[src/rtl/dpll_mode_pkg.sv]
package dpll_mode_pkg;
    typedef enum logic [1:0] {
        MODE_FREERUN  = 2'd0,
        MODE_ACQUIRE  = 2'd1,
        MODE_LOCKED   = 2'd2,
        MODE_HOLDOVER = 2'd3
    } dpll_mode_e;

    typedef enum logic [1:0] {
        TW_LOOP    = 2'd0,
        TW_HISTORY = 2'd1,
        TW_FREERUN = 2'd2
    } tw_src_e;
endpackage

[src/rtl/lock_qualifier.sv]
module lock_qualifier #(
    parameter int ERR_W = 16,
    parameter int CNT_W = 8
) (
    input  logic             clk,
    input  logic             rst_n,
    input  logic             run,
    input  logic             eval_tick,
    input  logic             los,
    input  logic [ERR_W-1:0] freq_err,
    input  logic [ERR_W-1:0] freq_thr,
    input  logic [ERR_W-1:0] phase_err,
    input  logic [ERR_W-1:0] phase_thr,
    input  logic [CNT_W-1:0] lock_count,
    output logic             qualified,
    output logic             lock_stat
);
    logic             good;
    logic [CNT_W-1:0] good_cnt;

    assign good = (freq_err <= freq_thr) && (phase_err <= phase_thr) && !los;

    always_ff @(posedge clk or negedge rst_n) begin
        if (!rst_n) begin
            good_cnt <= '0;
        end else if (!run) begin
            good_cnt <= '0;
        end else if (eval_tick) begin
            if (!good)
                good_cnt <= '0;
            else if (good_cnt < lock_count)
                good_cnt <= good_cnt + 1'b1;
        end
    end

    always_ff @(posedge clk or negedge rst_n) begin
        if (!rst_n)
            lock_stat <= 1'b0;
        else if (eval_tick)
            lock_stat <= good;
    end

    assign qualified = run && (good_cnt >= lock_count);

    // a failing tick leaves the counter unable to qualify on the next cycle
    a_r4_bad_tick_restarts: assert property (@(posedge clk) disable iff (!rst_n)
        (run && eval_tick && !good && lock_count != '0) |=> (good_cnt == '0));
    // status is frozen between ticks
    a_r9_stat_holds: assert property (@(posedge clk) disable iff (!rst_n)
        !eval_tick |=> $stable(lock_stat));
endmodule

[src/rtl/mode_fsm.sv]
module mode_fsm
    import dpll_mode_pkg::*;
(
    input  logic       clk,
    input  logic       rst_n,
    input  logic       los,
    input  logic       hist_valid,
    input  logic       qualified,
    output dpll_mode_e state_q,
    output logic       fast_bw,
    output tw_src_e    tw_sel,
    output logic       step_allow_in,
    input  logic       dco_en
);
    dpll_mode_e state_d;
    dpll_mode_e fallback;

    assign fallback = hist_valid ? MODE_HOLDOVER : MODE_FREERUN;

    always_comb begin
        state_d = state_q;
        unique case (state_q)
            MODE_FREERUN:  if (!los) state_d = MODE_ACQUIRE;
            MODE_HOLDOVER: if (!los) state_d = MODE_ACQUIRE;
            MODE_ACQUIRE: begin
                if (los)            state_d = fallback;
                else if (qualified) state_d = MODE_LOCKED;
            end
            MODE_LOCKED:   if (los) state_d = fallback;
        endcase
    end

    always_ff @(posedge clk or negedge rst_n) begin
        if (!rst_n) state_q <= MODE_FREERUN;
        else        state_q <= state_d;
    end

    always_comb begin
        fast_bw       = 1'b0;
        tw_sel        = TW_LOOP;
        step_allow_in = 1'b0;
        unique case (state_q)
            MODE_FREERUN:  tw_sel = TW_FREERUN;
            MODE_ACQUIRE:  fast_bw = 1'b1;
            MODE_LOCKED:   step_allow_in = dco_en;
            MODE_HOLDOVER: begin
                tw_sel        = TW_HISTORY;
                step_allow_in = dco_en;
            end
        endcase
    end

    // a present reference pulls free-run and holdover into acquisition
    a_r2_enter_acquire: assert property (@(posedge clk) disable iff (!rst_n)
        ((state_q == MODE_FREERUN || state_q == MODE_HOLDOVER) && !los)
        |=> (state_q == MODE_ACQUIRE));
    // loss with history goes to holdover
    a_r5_to_holdover: assert property (@(posedge clk) disable iff (!rst_n)
        ((state_q == MODE_ACQUIRE || state_q == MODE_LOCKED) && los && hist_valid)
        |=> (state_q == MODE_HOLDOVER));
    // loss without history goes to free-run
    a_r5_to_freerun: assert property (@(posedge clk) disable iff (!rst_n)
        ((state_q == MODE_ACQUIRE || state_q == MODE_LOCKED) && los && !hist_valid)
        |=> (state_q == MODE_FREERUN));
    // no lock without qualification
    a_r4_lock_needs_qual: assert property (@(posedge clk) disable iff (!rst_n)
        (state_q == MODE_ACQUIRE && !los && !qualified) |=> (state_q == MODE_ACQUIRE));
    // loss of signal holds free-run
    a_r3_freerun_holds: assert property (@(posedge clk) disable iff (!rst_n)
        (state_q == MODE_FREERUN && los) |=> (state_q == MODE_FREERUN));
endmodule

[src/rtl/pin_stepper.sv]
module pin_stepper #(
    parameter int STEP_W      = 12,
    parameter int SYNC_STAGES = 2
) (
    input  logic              clk,
    input  logic              rst_n,
    input  logic              inc_pin,
    input  logic              dec_pin,
    input  logic              allow,
    input  logic [STEP_W-1:0] step_size,
    output logic              step_up,
    output logic              step_dn,
    output logic [STEP_W-1:0] step_amt
);
    localparam int LAST = SYNC_STAGES - 1;

    logic [1:0] sync_q [SYNC_STAGES];
    logic [1:0] prev_q;
    logic [1:0] rise;

    always_ff @(posedge clk or negedge rst_n) begin
        if (!rst_n) begin
            for (int i = 0; i < SYNC_STAGES; i++) sync_q[i] <= 2'b00;
            prev_q <= 2'b00;
        end else begin
            sync_q[0] <= {dec_pin, inc_pin};
            for (int i = 1; i < SYNC_STAGES; i++) sync_q[i] <= sync_q[i-1];
            prev_q <= sync_q[LAST];
        end
    end

    assign rise = sync_q[LAST] & ~prev_q;

    always_ff @(posedge clk or negedge rst_n) begin
        if (!rst_n) begin
            step_up  <= 1'b0;
            step_dn  <= 1'b0;
            step_amt <= '0;
        end else begin
            step_up  <= allow && rise[0] && !rise[1];
            step_dn  <= allow && rise[1] && !rise[0];
            step_amt <= (allow && (rise[0] ^ rise[1])) ? step_size : '0;
        end
    end

    // never both directions at once
    a_r8_single_direction: assert property (@(posedge clk) disable iff (!rst_n)
        !(step_up && step_dn));
    // a step only follows a cycle where stepping was allowed
    a_r7_step_gated: assert property (@(posedge clk) disable iff (!rst_n)
        (step_up || step_dn) |-> $past(allow));
    // a pulse lasts a single cycle
    a_r6_single_cycle: assert property (@(posedge clk) disable iff (!rst_n)
        step_up |=> !step_up);
endmodule

[src/rtl/dpll_mode_ctrl.sv]
module dpll_mode_ctrl
    import dpll_mode_pkg::*;
#(
    parameter int ERR_W  = 16,
    parameter int CNT_W  = 8,
    parameter int STEP_W = 12
) (
    input  logic              clk,
    input  logic              rst_n,
    input  logic              los_freq,
    input  logic              los_pulse,
    input  logic              los_amp,
    input  logic              hist_valid,
    input  logic              eval_tick,
    input  logic [ERR_W-1:0]  freq_err,
    input  logic [ERR_W-1:0]  freq_thr,
    input  logic [ERR_W-1:0]  phase_err,
    input  logic [ERR_W-1:0]  phase_thr,
    input  logic [CNT_W-1:0]  lock_count,
    input  logic              dco_en,
    input  logic              inc_pin,
    input  logic              dec_pin,
    input  logic [STEP_W-1:0] step_size,
    input  logic              irq_clr,
    output logic [1:0]        mode,
    output logic              fast_bw,
    output logic [1:0]        tw_sel,
    output logic              step_up,
    output logic              step_dn,
    output logic [STEP_W-1:0] step_amt,
    output logic              lock_stat,
    output logic              lock_irq
);
    logic       los;
    dpll_mode_e state;
    tw_src_e    tw_src;
    logic       qualified;
    logic       allow;
    logic       stat_q;
    logic       stat_chg;

    assign los = los_freq | los_pulse | los_amp;

    mode_fsm u_fsm (
        .clk           (clk),
        .rst_n         (rst_n),
        .los           (los),
        .hist_valid    (hist_valid),
        .qualified     (qualified),
        .state_q       (state),
        .fast_bw       (fast_bw),
        .tw_sel        (tw_src),
        .step_allow_in (allow),
        .dco_en        (dco_en)
    );

    lock_qualifier #(.ERR_W(ERR_W), .CNT_W(CNT_W)) u_qual (
        .clk        (clk),
        .rst_n      (rst_n),
        .run        (state == MODE_ACQUIRE),
        .eval_tick  (eval_tick),
        .los        (los),
        .freq_err   (freq_err),
        .freq_thr   (freq_thr),
        .phase_err  (phase_err),
        .phase_thr  (phase_thr),
        .lock_count (lock_count),
        .qualified  (qualified),
        .lock_stat  (lock_stat)
    );

    pin_stepper #(.STEP_W(STEP_W), .SYNC_STAGES(2)) u_step (
        .clk       (clk),
        .rst_n     (rst_n),
        .inc_pin   (inc_pin),
        .dec_pin   (dec_pin),
        .allow     (allow),
        .step_size (step_size),
        .step_up   (step_up),
        .step_dn   (step_dn),
        .step_amt  (step_amt)
    );

    assign mode   = state;
    assign tw_sel = tw_src;

    assign stat_chg = lock_stat ^ stat_q;

    always_ff @(posedge clk or negedge rst_n) begin
        if (!rst_n) begin
            stat_q   <= 1'b0;
            lock_irq <= 1'b0;
        end else begin
            stat_q <= lock_stat;
            if (stat_chg)     lock_irq <= 1'b1;
            else if (irq_clr) lock_irq <= 1'b0;
        end
    end

    // interrupt stays set until cleared
    a_r10_irq_sticky: assert property (@(posedge clk) disable iff (!rst_n)
        (lock_irq && !irq_clr) |=> lock_irq);
    // a status change always raises the interrupt
    a_r10_irq_on_change: assert property (@(posedge clk) disable iff (!rst_n)
        (lock_stat != $past(lock_stat)) |=> lock_irq);
endmodule

[config.mk]
export PLATFORM = sky130hd
export DESIGN_NAME = dpll_mode_ctrl
export DESIGN_NICKNAME = d
export VERILOG_FILES = /design/src/rtl/dpll_mode_pkg.sv /design/src/rtl/lock_qualifier.sv /design/src/rtl/mode_fsm.sv /design/src/rtl/pin_stepper.sv /design/src/rtl/dpll_mode_ctrl.sv
export SDC_FILE = /design/constraint.sdc
export NUM_CORES = 1
export LEC_CHECK = 0
export BUFFER_PORTS_ARGS = -buffer_cell sky130_fd_sc_hd__buf_2
export CAP_MARGIN = 20
export CORE_MARGIN = 3
export CORE_UTILIZATION = 45
export CTS_CLUSTER_DIAMETER = 150
export CTS_CLUSTER_SIZE = 30
export DETAILED_ROUTE_END_ITERATION = 7
export PLACE_DENSITY = 0.87
export SETUP_SLACK_MARGIN = 0.02
export SKIP_CTS_REPAIR_TIMING = 1
export SYNTH_ARGS = -nofsm -noshare
export SYNTH_HDL_FRONTEND = slang
export SYNTH_HIERARCHICAL = 1
export SYNTH_SLANG_ARGS = --single-unit
[constraint.sdc]
create_clock -name clk -period 5.3 [get_ports clk]
set_input_delay 0.795 -clock clk [delete_from_list [all_inputs] [get_ports clk]]
set_output_delay 0.795 -clock clk [all_outputs]
set_load 0.01 [all_outputs]
## After elaboration in Yosys (flattened, before gate mapping)

Index checks and enable logic that the tools add are counted.

- Add/subtract/negate cells: 1
- $lt $le $gt $ge: 4
- Eq/ne operators: 8
- Mux-type cells: 16
- Bitwise gates (word level): 6
- Reduce and logical (&&, ||, !) cells: 17

Operator list:

| cell | count |
|---|---|
| 16-bit less-or-equal comparator | 2 |
| 8-bit 2-to-1 mux | 4 |
| 12-bit 2-to-1 mux | 1 |
| 2-bit 2-to-1 mux | 5 |
| 8-bit by 1-bit adder with 8-bit output (second input constant) | 1 |
| 8-bit >= comparator | 1 |
| 1-bit logical AND | 8 |
| 8-bit < comparator | 1 |
| 3-bit inequality test (second input constant) | 2 |
| 2-bit case mux with 3 select lines | 1 |
| 2-bit == test (second input constant) | 2 |
| 1-bit 2-to-1 mux | 4 |
| 2-bit inequality test (second input constant) | 2 |
| 2-bit case mux with 2 select lines | 1 |
| 2-bit OR reduction | 2 |
| 1-bit logical NOT | 3 |
| 3-bit AND reduction | 1 |
| 2-bit AND | 1 |
| 2-bit by 1-bit == test with 1-bit output (second input constant) | 1 |
| 2-bit logical NOT | 1 |
| 2-bit by 1-bit inequality test with 1-bit output (second input constant) | 1 |
| 2-bit NOT | 1 |
| 1-bit bitwise OR | 2 |
| 2-bit AND reduction | 1 |
| other kinds (2) | 3 |

- Register bits after elaboration: 33
- Input port bits: 95
- Output and inout bits: 21
- Word-level logic and storage cells: 63

## Longest topological paths before layout

Gate-level depths: netlist of the first run.

- Depth after elaboration: 7
- Mapped depth: 11

## Hierarchy

Netlist of the first run, hierarchy kept.

By module, submodules not included:

| module | instances | cells each | area an instance (um^2) |
|---|---|---|---|
| lock_qualifier | 1 | 209 | 1,630.3 |
| pin_stepper | 1 | 41 | 651.9 |
| mode_fsm | 1 | 20 | 211.5 |
| dpll_mode_ctrl | 1 | 7 | 80.1 |

## Least setup slack after synthesis of the first run

No wires, ideal clock.

- Kind: input to register
- Start point: in lock_count[1]
- End point: reg u_qual.good_cnt[7]
- Arrival time: 2.923 ns
- Required time: 5.213 ns
- Setup slack: 2.291 ns
- Cell stages on the path: 9
- Buffers on the path: 0
- Cells stage by stage: inv_1 ha_1 nor2b_1 o21a_1 o21a_1 o21ba_4 or4_4 or4_1 o211ai_1

- Cells in the longest elaborated chain, start to end: 3

RTL lines:

| item | RTL line | RTL |
|---|---|---|
| from (decl) | dpll_mode_ctrl.sv:19 | `input logic [CNT_W-1:0] lock_count,` |
| 8-bit < comparator | lock_qualifier.sv:31 | `else if (good_cnt < lock_count)` |
| 3-bit inequality test (no line) | - |  |
| 2-bit AND reduction (no line) | - |  |
| to (signal assigned) | lock_qualifier.sv:32 | `good_cnt <= good_cnt + 1'b1;` |
| to (decl) | lock_qualifier.sv:19 | `logic [CNT_W-1:0] good_cnt;` |

Every way passes these cells.
A chain may end at the register's enable or synchronous reset.

## Worst setup path in the final report of the first run

- Start point: in freq_err[14]
- End point: reg u_qual.good_cnt[5]

- Cells in the longest elaborated chain, start to end: 6

RTL lines:

| item | RTL line | RTL |
|---|---|---|
| from (decl) | dpll_mode_ctrl.sv:15 | `input logic [ERR_W-1:0] freq_err,` |
| 16-bit less-or-equal comparator (*) | lock_qualifier.sv:21 | `assign good = (freq_err <= freq_thr) && (phase_err <= phase_thr) && !los;` |
| 1-bit logical AND (*) (2 in series) | lock_qualifier.sv:21 |  |
| 8-bit 2-to-1 mux | lock_qualifier.sv:29 | `if (!good)` |
| 8-bit 2-to-1 mux | lock_qualifier.sv:28 | `end else if (eval_tick) begin` |
| 8-bit 2-to-1 mux | lock_qualifier.sv:26 | `end else if (!run) begin` |

Every way passes the cells marked *; elsewhere a longest branch is shown, timed or not. The select of a mux whose other input is x is not followed.

==> results.md, run 1 <==
* Clock Power Share at 24.0%
* Logic pwr share at 37.2%
* Cell Pwr Density at 221 nW/µm²
* VDD IR-drop max at 151 µV
* Worst clock skew at 6.28 ps
* Share of cells above drive strength 1 at 35.0%
* Startpoint class of the critical path: input pin
* Met3 WL at 388 µm
* Crit path max-delay cell type: a22oi_1
* Clk slew on worst S/H paths at 70 ps
* Vias at 2382
* Worst Path Arrival at 3170 ps
* I/O Buffers at 115
* Residual DRC count at 0
* Root buf cell: clkbuf_8
* Die area at 6660 µm²
* H-tree Lvls at 2
* EDFF count, synth at 0
* Worst Path Buf+Inv at 2
* I/O pin count at 116
* Detail Route Antenna Nets at 0
* Grt ovf at 0
* Yosys reg bits at 33
* Synth Warn # at 6
* Diodes inserted at 0
* Initial Util at 48.5%
* Hold Path Class: reg -> reg
* Yosys cell types at 52
* Sw frac at 33.1%
* DR WL met2 at 3.07 mm
* DIE HEIGHT at 81.6 µm
* Req. time, crit path at 5450 ps
* Syn Area/Cell at 9.29 µm²
* Critical path, cell by cell: buf_2, ha_1, a21oi_1, nand2_1, a211oi_1, o211ai_1, a22oi_1, inv_1, o311ai_0
* Chip Width at 81.6 µm
* Internal cell power at 0.483 mW
* Crit. End Element: flop
* Clock Tree Buf Depth at 2
* TritonCTS buffer count at 5
* Max-cap violations at 0
* F_max at 331 MHz
* Status: completed
* Hold Path Stages at 0
* Total number of cells along the worst setup path at 9
* Setup TNS at 0 ps
* Ys async rst share at 100%
* Vias per cell at 5.13
* Post-Syn Instances at 277
* DRT Wirelength at 5.88 mm
* R2R cell count at 8
* First-pass GRT wire length at 9.58 mm
* NumNets Final at 533
* Worst Path Max Fanout at 10
* Min cycle time layout at 3020 ps
* CTS tree: built
* WS Path Type: in -> reg
* RSZ-0062 raised after global routing: false
* Power share of the sequential group at 38.8%
* Cell Area, Synth at 2570 µm²
* Layout fillers at 449
* WL/cell at 12.7 µm
* Initial antenna violation count at 0
* Setup violators final at 0
* Clock Latency Late Sink at 270 ps
* Worst-Margin Slew at 1010 ps
* Syn Nets at 417
* Top_reg_cell synth: dfrtp_1
* Clock sinks at 33
* First-iteration detailed-routing DRC count at 134
* Vias in the first global route at 2400
* Global Route Usage Sum at 17.9%
* P_leak at 1.90 nW
* Max Slew Vio Count at 0
* Routed met1 length at 2.27 mm
* Critical path's top delay family: compound AO/OA/AOI/OAI gates
* Post-route cell area at 3270 µm²
* Final hold vios at 0
* Routability cong. at 0.897
* Max incr delay on CP at 640 ps
* Post-synthesis sequential area ratio at 32.1%
* Top Metal Used: met4
* Dpl cell area at 3190 µm²
* Slew headroom at 32.4%
* Area of the core at 5300 µm²
* Dpl hpwl at 5.01 mm
* Tcrit/Tclk final at 56.9%
* Pre-antenna DRT Iters at 4
* Area grow syn2layout at 27.0%
* Num rows at 26
* Sw Pwr at 0.239 mW
* Largest net degree at the start of global routing at 34
## power groups by stage
| stage | Clock (mW) | Combinational [mW] | Sequential (mW) |
|---|---|---|---|
| 6_report | 0.173 | 0.269 | 0.280 |
| 3_5_place_dp | 0 | 0.270 | 0.285 |
| 3_3_place_gp | 0 | 0.260 | 0.285 |
| 4_1_cts | 0.179 | 0.272 | 0.281 |
| 2_1_floorplan | 0 | 0.187 | 0.289 |
| 5_1_grt | 0.188 | 0.303 | 0.283 |
## metrics by stage
step | setup WS [ps] | hold WS, ps | total power [mW] | instances | util [%]
2_1_floorplan | 2290 | 331 | 0.477 | 277 | -
3_3_place_gp | 2150 | 345 | 0.545 | 456 | 60.1
3_5_place_dp | 2050 | 340 | 0.556 | 456 | 60.1
4_1_cts | 2330 | 357 | 0.732 | 464 | 61.6
5_1_grt | 2020 | 367 | 0.773 | 464 | 61.6
6_report | 2280 | 355 | 0.722 | 464 | 61.6
## layout by cell type, fill, tap and decap left out, drive strengths merged, types with 4 or more instances in the layout
master  netlist  routed
nor2b         8       8
dfrtp        33      33
nor2          5       5
a21oi        16      16
ha           45      45
clkbuf        1       6
o21ai        10      10
inv          46      46
nand3b        5       5
and3         12      12
o21a          4       4
o211ai        5       5
nand2        21      21
nand4        10      10
buf           4     115
nand3         8       8
## synth_stat cells, types with 2 or more instances
library cell  count  area [µm²]
a221oi_1          2        17.5
a21bo_2           2        20.0
nor2_1            5        18.8
dfrtp_1          33         826
nor4_1            2        12.5
and4_1            3        26.3
o221ai_1          2        17.5
o211ai_1          5        37.5
nand2_1          21        78.8
a31oi_1           3        18.8
a21o_1            2        15.0
nor3_1            3        15.0
nor2b_4           3        41.3
o21ai_0          10        50.1
ha_1             45         563
and3_1           10        62.6
nand3_1           8        40.0
nand4_1          10        62.6
buf_6             2        22.5
a21oi_1          16        80.1
inv_1            46         173
nand3b_1          5        37.5
o21a_1            4        30.0
nor2b_1           5        31.3
buf_4             2        15.0
and3_2            2        15.0
## final timing paths
| check | startpoint | end | slack, ps |
|---|---|---|---|
| max reg2reg | u_qual/good_cnt[1]$_DFFE_PN0P_ | u_qual/good_cnt[7]$_DFFE_PN0P_ | 2580 |
| max in group asynchronous | rst_n | u_qual/good_cnt[4]$_DFFE_PN0P_ | 4300 |
| max | freq_err[14] | u_qual/good_cnt[5]$_DFFE_PN0P_ | 2280 |
| min in group asynchronous | rst_n | stat_q$_DFF_PN0_ | 560 |
| min reg2reg | u_step/sync_q[3]$_DFF_PN0_ | u_step/sync_q[1]$_DFF_PN0_ | 350 |
| min | u_step/sync_q[3]$_DFF_PN0_ | u_step/sync_q[1]$_DFF_PN0_ | 350 |
## layer usage
layer | vias to the layer above | track usage (%)
li1 | 1207 | -
met1 | 1065 | 19.8
met3 | 14 | 2.85
met5 | - | 0
met4 | 0 | 7.48
met2 | 96 | 33.6
## cell families (layout without fill, tap and decap cells)
group / count (synthesis) / after routing / synth area share, %
and+or+nand+nor: 86 / 86 / 19.8
AOI/OAI and AO/OA: 56 / 56 / 15.1
buffers and inverters: 52 / 169 / 8.70
adders and majority gates: 45 / 45 / 21.9
DFF: 33 / 33 / 32.1
muxes: 3 / 3 / 1.41
xor gates and xnor gates: 2 / 2 / 0.973
## final cells by class
| class | count | area (µm²) | share of cell area [%] |
|---|---|---|---|
| multi-input combinational | 192 | 1520 | 46.6 |
| clock inverter | 2 | 10.0 | 0.306 |
| tap | 70 | 87.6 | 2.68 |
| clock buffer | 6 | 72.6 | 2.22 |
| inverter | 46 | 173 | 5.28 |
| sequential | 33 | 826 | 25.3 |
| timing repair buffer | 115 | 576 | 17.6 |
## flip-flops by register name (all words and copies together) (netlist names)
register          count
lock_irq              1
stat_q                1
u_fsm/state_q         2
u_qual/good_cnt       8
u_qual/lock_stat      1
u_step/prev_q         2
u_step/step_amt      12
u_step/step_dn        1
u_step/step_up        1
u_step/sync_q         4
Note: power is estimated with default switching activity, not from simulation.
==> run 2: changes to the inputs <==
ABC_AREA = 1   (was unset)
CORE_UTILIZATION = 43   (was 45)
clock period = 2.47 ns   (was 5.3 ns; I/O delays follow)
==> run 2 against run 1 <==
Global-route usage is 1.1 points lower. Count of clock-buffer cells in the layout increased by 1. Area after synthesis increased by 0.29%. Register-to-register slack worse by 2000 ps. Largest power group unchanged. Hold slack worse by 210 ps. First-iteration DRC count down 43%. Non-clock buffer count did not move. Critical path depth grew 4. Critical path type is now reg -> reg. Clock power grew 120%.
==> results.md, run 2 <==
* Clk slew on worst S/H paths at 60 ps (about the same)
* F_max at 527 MHz
* Worst Path Buf+Inv at 2 (unchanged)
* Top_reg_cell synth: dfrtp_1
* Setup ws final at 574 ps (-1710 ps)
* P_leak at 2.17 nW (+14%)
* Dpl cell area at 3240 µm² (+1.6%)
* Dpl hpwl at 5.22 mm (+4.2%)
* Cell Pwr Density at 454 nW/µm² (+110%)
* Chip Width at 83.5 µm (+2.3%)
* Grt ovf at 0 (unchanged)
* H-tree Lvls at 2 (unchanged)
* Most instantiated cells after synthesis: inv_1 (83), nand2_1 (64), ha_1 (45), dfrtp_1 (33), nor2_1 (29)
* Detail Route Antenna Nets at 0 (unchanged)
* Critical Path Source: u_qual/good_cnt[5]$_DFFE_PN0P_
* Setup Slack @ Placement at 533 ps (-1520 ps)
* NumNets Final at 599 (+12%)
* Post-synthesis sequential area ratio at 32.0% (-0.093 points)
* Top flop regs: u_step/step_amt: 12 flops, u_qual/good_cnt: 8 flops, u_step/sync_q: 4 flops
* Vias at 2444 (+2.6%)
* Setup TNS at 0 ps (unchanged)
* DRT Wirelength at 5.97 mm (+1.7%)
* R2R Path End: u_fsm/state_q[0]$_DFFE_PN0P_
* Max incr delay on CP at 440 ps (-200 ps)
* Worst Path Arrival at 2050 ps (-1120 ps)
* Share of cells above drive strength 1 at 29.6% (-5.4 points)
* Max-cap violations at 0 (unchanged)
* First-iteration detailed-routing DRC count at 76 (-43%)
* Area leader, netlist: dfrtp_1
* Worst-Margin Slew at 701 ps (-311 ps)
* Root buf cell: clkbuf_8
* Yosys reg bits at 33 (unchanged)
* Max FFs per register at 12 (unchanged)
* Global Route Usage Sum at 16.8% (-1.1 points)
* Hold Path Class: in -> async
* Num rows at 27 (+3.8%)
* Synth area leaders: dfrtp_1 (32%), ha_1 (22%), inv_1 (12%), nand2_1 (9.3%), nand3_1 (5.2%)
* TritonCTS buffer count at 5 (unchanged)
* Reg-to-reg startpoint: u_qual/good_cnt[5]$_DFFE_PN0P_
* Residual DRC count at 0 (unchanged)
* Max Slew Vio Count at 0 (unchanged)
* Critical Path End: u_fsm/state_q[0]$_DFFE_PN0P_
* Vias per cell at 4.60 (-10%)
* Cell with the most instances after synthesis: inv_1
* Clock Latency Late Sink at 270 ps (about the same)
* Area of the core at 5640 µm² (+6.4%)
* Yosys cell types at 28 (-46%)
* Layout fillers at 519 (+16%)
* Synth Warn # at 6 (unchanged)
* Commonest non-fill, non-tap cells in the layout: buf_2 (115), inv_1 (83), nand2_1 (64)
* Most used cell, CP: nand2_1
* Largest net degree at the start of global routing at 34 (unchanged)
* Syn Nets at 478 (+15%)
* First-pass GRT wire length at 9.88 mm (+3.1%)
* I/O pin count at 116 (unchanged)
* Setup violators final at 0 (unchanged)
* Worst Path Max Fanout at 5 (-5)
* I/O Buffers at 115 (unchanged)
* Crit. End Element: flop
* Syn Area/Cell at 7.64 µm² (-18%)
* Area grow syn2layout at 28.7%
* Status: completed
* Clock Tree Buf Depth at 2 (unchanged)
* Tcrit/Tclk final at 76.8%
* WS Path Type: reg -> reg
* CTS tree: built
* VDD IR-drop max at 448 µV (+200%)
* Diodes inserted at 0 (unchanged)
* Top reg by flops: u_step/step_amt
* Min cycle time layout at 1900 ps
* Vias in the first global route at 2494 (+3.9%)
* Initial Util at 45.8% (-2.8 points)
* Routability cong. at 0.811 (-9.6%)
* WL/cell at 11.2 µm (-11%)
* Placed insts at 524 (+15%)
* Clock sinks at 33 (unchanged)
* Ys async rst share at 100% (unchanged)
* Worst R2R Setup Slack at 570 ps (-2010 ps)
* DIE HEIGHT at 83.5 µm (+2.3%)
* Cell Area, Synth at 2580 µm² (+0.29%)
* Req. time, crit path at 2630 ps (-2820 ps)
* Area fraction of the dominant cell type after synthesis at 32.0% (-0.093 points)
* Crit path max-delay cell type: dfrtp_1
* Slew headroom at 53.3% (+21 points)
* Initial antenna violation count at 0 (unchanged)
* Startpoint class of the critical path: flop
* Critical path, cell by cell: ha_1, a21oi_1, nor2_1, a211oi_2, nand2_1, o21ai_0, inv_1, inv_1, nand2_1, nand2_1, nand2_1, nand2_1, nand2_1
* Total number of cells along the worst setup path at 13 (+4)
* Worst clock skew at 4.94 ps (-1.34 ps)
* R2R cell count at 13 (+5)
* Commonest non-fill, non-tap cell in the layout: buf_2
* EDFF count, synth at 0 (unchanged)
* Post-route cell area at 3320 µm² (+1.6%)
* Critical path's top delay family: simple AND/OR/NAND/NOR gates
* Final hold vios at 0 (unchanged)
* Die area at 6970 µm² (+4.6%)
* Layout Cells excl Fill at 531 (+14%)
* Post-Syn Instances at 338 (+22%)
* RSZ-0062 raised after global routing: false
* Pre-antenna DRT Iters at 4 (unchanged)
-- run 2: cell count changes in the layout (fill, tap and decap cells not counted), moves of 6 or more --
cell and change:
nand3_1 +19, nand4_1 -6, and3_1 -10, nand2_1 +43, nor2_1 +24, inv_1 +37
o21ai_0 -6
-- run 2: cell type report --
cell class	count	area, µm²	area share [%]
Tap cell	72	90.1	2.71
Timing Repair Buffer	115	576	17.3
Sequential cell	33	826	24.9
Multi-Input combinational cell	219	1430	42.9
Clock buffer	7	86.3	2.60
Inverter	85	319	9.60
-- run 2: worst min path at each step --
stage               slack (ps)                          to  depth (start not counted)
global route               200    u_step/step_up$_DFF_PN0_                          1
finish                     150    u_step/step_up$_DFF_PN0_                          1
detailed placement         330  u_step/sync_q[0]$_DFF_PN0_                          0
CTS                        170    u_step/step_up$_DFF_PN0_                          1
floorplan                   70        lock_irq$_DFFE_PN0P_                          0
global placement           330  u_step/sync_q[0]$_DFF_PN0_                          0
-- run 2: metal layers --
metal	track usage, %	share of wire (%)
met4	5.41	1.7
met3	2.86	4.8
met1	16.9	39
met2	34.2	54
met5	0	0
-- run 2: through the flow --
step	utilization, %	hold slack (ps)	power (mW)
floorplan	-	74.9	0.928
global placement	57.4	332	1.10
detailed placement	57.4	335	1.14
CTS	58.9	171	1.53
global route	58.9	196	1.62
finish	58.9	146	1.51
-- run 2: cells by family (layout without fill, tap and decap cells) --
group	Yosys count	in the layout	share of synthesized area [%]
flops	33	33	32.0
fa+ha+maj	45	45	21.8
buf+inv	86	207	12.8
compound gates	28	28	6.20
xor+xnor	6	6	2.04
simple gates	140	140	25.2
-- run 2: power breakdown --
| part | internal (mW) | switching (mW) | total (mW) |
|---|---|---|---|
| registers | 0.575 | 0.0306 | 0.606 |
| logic | 0.212 | 0.306 | 0.518 |
| clock network | 0.221 | 0.163 | 0.383 |
| total | 1.01 | 0.499 | 1.51 |
==> run 3: changes to the inputs <==
ABC_AREA = 0   (was 1)
clock period = 1.7 ns   (was 2.47 ns; I/O delays follow)
==> run 3 against run 2 <==
The flow now finishes with violations (setup timing). Global-route usage grew 2.9 points. Count of clock-buffer cells in the layout shrank 1. Clock power rose by 44%. Hold slack got worse by 120 ps. Combinational power up 100%. Critical endpoint is now u_qual/good_cnt[7]$_DFFE_PN0P_.
==> results.md, run 3 (synthesis gave the netlist of run 1 again) <==
* NumNets Final at 563 (-6.0%)
* First-iteration detailed-routing DRC count at 152 (+100%)
* Req. time, crit path at 1900 ps (-730 ps)
* RSZ-0062 raised after global routing: true
* Worst Path Arrival at 2620 ps (+570 ps)
* DRT Wirelength at 7.10 mm (+19%)
* Share of cells above drive strength 1 at 46.7% (+17 points)
* Worst clock skew at 2.63 ps (-2.31 ps)
* Power Total at 2.44 mW (+62%)
* Crit. End Element: flop
* Status: finished, violations left
* Grt ovf at 0 (unchanged)
* Commonest non-fill, non-tap cell in the layout: buf_2
* Top flop regs: u_step/step_amt: 12 flops, u_qual/good_cnt: 8 flops, u_step/sync_q: 4 flops
* Residual DRC count at 0 (unchanged)
* Top reg by flops: u_step/step_amt
* TritonCTS buffer count at 5 (unchanged)
* WS Path Type: reg -> reg
* H-tree Lvls at 2 (unchanged)
* Worst-Margin Slew at 710 ps (+9.46 ps)
* Largest net degree at the start of global routing at 34 (unchanged)
* Vias per cell at 5.25 (+14%)
* WL/cell at 14.3 µm (+27%)
* Dpl hpwl at 5.80 mm (+11%)
* Initial Util at 45.6% (-0.13 points)
* Layout fillers at 429 (-17%)
* DIE HEIGHT at 83.4 µm (-0.14%)
* F_max at 413 MHz (-22%)
* CTS tree: built
* Clock sinks at 33 (unchanged)
* Internal cell power at 1.61 mW (+60%)
* Failing checks: setup timing
* Dpl cell area at 3540 µm² (+9.3%)
* Diodes inserted at 0 (unchanged)
* Startpoint class of the critical path: flop
* I/O Buffers at 115 (unchanged)
* Sw Pwr at 0.829 mW (+66%)
* Pre-antenna DRT Iters at 4 (unchanged)
* Setup violators final at 11 (+11)
* Worst Path Max Fanout at 3 (-2)
* Min cycle time layout at 2420 ps (+525 ps)
* Post-route cell area at 3740 µm² (+13%)
* Root buf cell: clkbuf_8
* Area of the core at 5640 µm² (unchanged)
* Vias in the first global route at 2722 (+9.1%)
* Slew headroom at 52.6% (-0.63 points)
* VDD IR-drop max at 477 µV (+6.5%)
* Clk slew on worst S/H paths at 60 ps (about the same)
* Detail Route Antenna Nets at 0 (unchanged)
* Logic pwr share at 42.5% (+8.1 points)
* Tcrit/Tclk final at 142% (+66 points)
* Hold Path Class: in -> async
* First-pass GRT wire length at 11.4 mm (+15%)
* Max Slew Vio Count at 0 (unchanged)
* Num rows at 27 (unchanged)
* Chip Width at 83.4 µm (-0.14%)
* P_leak at 2.10 nW (-3.1%)
* Initial antenna violation count at 0 (unchanged)
* Global Route Usage Sum at 19.7% (+2.9 points)
* Power share of the sequential group at 35.0% (-5.2 points)
* Max-cap violations at 0 (unchanged)
* Routability cong. at 0.879 (+8.4%)
* Commonest non-fill, non-tap cells in the layout: buf_2 (115), inv_1 (39), ha_1 (35)
* Final hold vios at 0 (unchanged)
* Cell Pwr Density at 653 nW/µm² (+44%)
* Clock Tree Buf Depth at 2 (unchanged)
* Clock Latency Late Sink at 280 ps (about the same)
* Max FFs per register at 12 (unchanged)
* Final Util at 66.3% (+7.4 points)
* Area grow syn2layout at 45.4%
* Sw frac at 34.0% (+0.84 points)
* Vias at 2606 (+6.6%)
* I/O pin count at 116 (unchanged)
* Setup ws final at -722 ps (-1300 ps)
* Clock Power Share at 22.6% (-2.8 points)
* Die area at 6950 µm² (-0.28%)
## run 3: cell count changes in the layout (fill, tap and decap cells not counted), moves of 10 or more
cell	previous run	this run
inv_1	83	39
nand2_1	64	21
buf_4	0	27
nor2_1	29	3
nand3_1	27	8
and3_1	0	10
ha_1	45	35
## run 3: path summary, 6_finish.rpt
kind | from | endpoint | slack (ps) | cells after the start
min | rst_n | u_step/step_amt[3]$_DFF_PN0_ | 20 | 1
min in group clk | inc_pin | u_step/sync_q[2]$_DFF_PN0_ | 80 | 1
max reg2reg | u_qual/good_cnt[1]$_DFFE_PN0P_ | u_qual/good_cnt[7]$_DFFE_PN0P_ | -720 | 8
max in group asynchronous | rst_n | u_step/step_amt[1]$_DFF_PN0_ | 1220 | 1
min reg2reg | u_step/sync_q[3]$_DFF_PN0_ | u_step/sync_q[1]$_DFF_PN0_ | 350 | 0
max | u_qual/good_cnt[1]$_DFFE_PN0P_ | u_qual/good_cnt[7]$_DFFE_PN0P_ | -720 | 8
## run 3: layout make-up
type | count | area [µm²] | area share [%]
clock buffers | 6 | 72.6 | 1.94
clock inverters | 2 | 10.0 | 0.268
inverters | 46 | 193 | 5.15
multi-input cells | 192 | 1740 | 46.5
flip-flops and latches | 33 | 826 | 22.1
well taps | 72 | 90.1 | 2.41
repair buffers | 145 | 812 | 21.7
## run 3: worst max-delay path: stages, from the launching register on
cell and delay (ps):
dfrtp_1 410, ha_4 220, nor2b_4 120, o21a_1 170, o21a_1 190, o21ba_4 230
or4_4 420, or4_1 410, o211ai_1 180
## run 3: per-stage QoR
| step | worst slack (ps) | TNS (ps) | hold slack, ps | std cells |
|---|---|---|---|---|
| after floorplan | -757 | -3330 | -40.6 | 277 |
| after global placement | -719 | -5760 | 336 | 487 |
| after detailed placement | -794 | -6270 | 335 | 487 |
| after CTS | -821 | -5110 | 43.8 | 495 |
| after global routing | -782 | -5280 | 68.3 | 496 |
| final | -722 | -4310 | 24.9 | 496 |
## run 3: power groups by stage
stage          Clock, mW  Sequential, mW  Combinational, mW
3_3_place_gp           0           0.866              0.953
6_report           0.551           0.854               1.04
4_1_cts            0.569           0.854               1.01
5_1_grt            0.602           0.861               1.15
2_1_floorplan          0           0.902              0.605
3_5_place_dp           0           0.868               1.00
## run 3: layer usage
metal  vias to the layer above  wire length, µm  global-route usage, %  part of all wire (%)
li1                       1276                -                      -                     -
met1                      1218             2390                   19.0                    34
met2                        92             4160                   40.1                    59
met3                        20              369                   4.46                   5.2
met4                         0              178                   6.69                   2.5
met5                         -                0                      0                     0
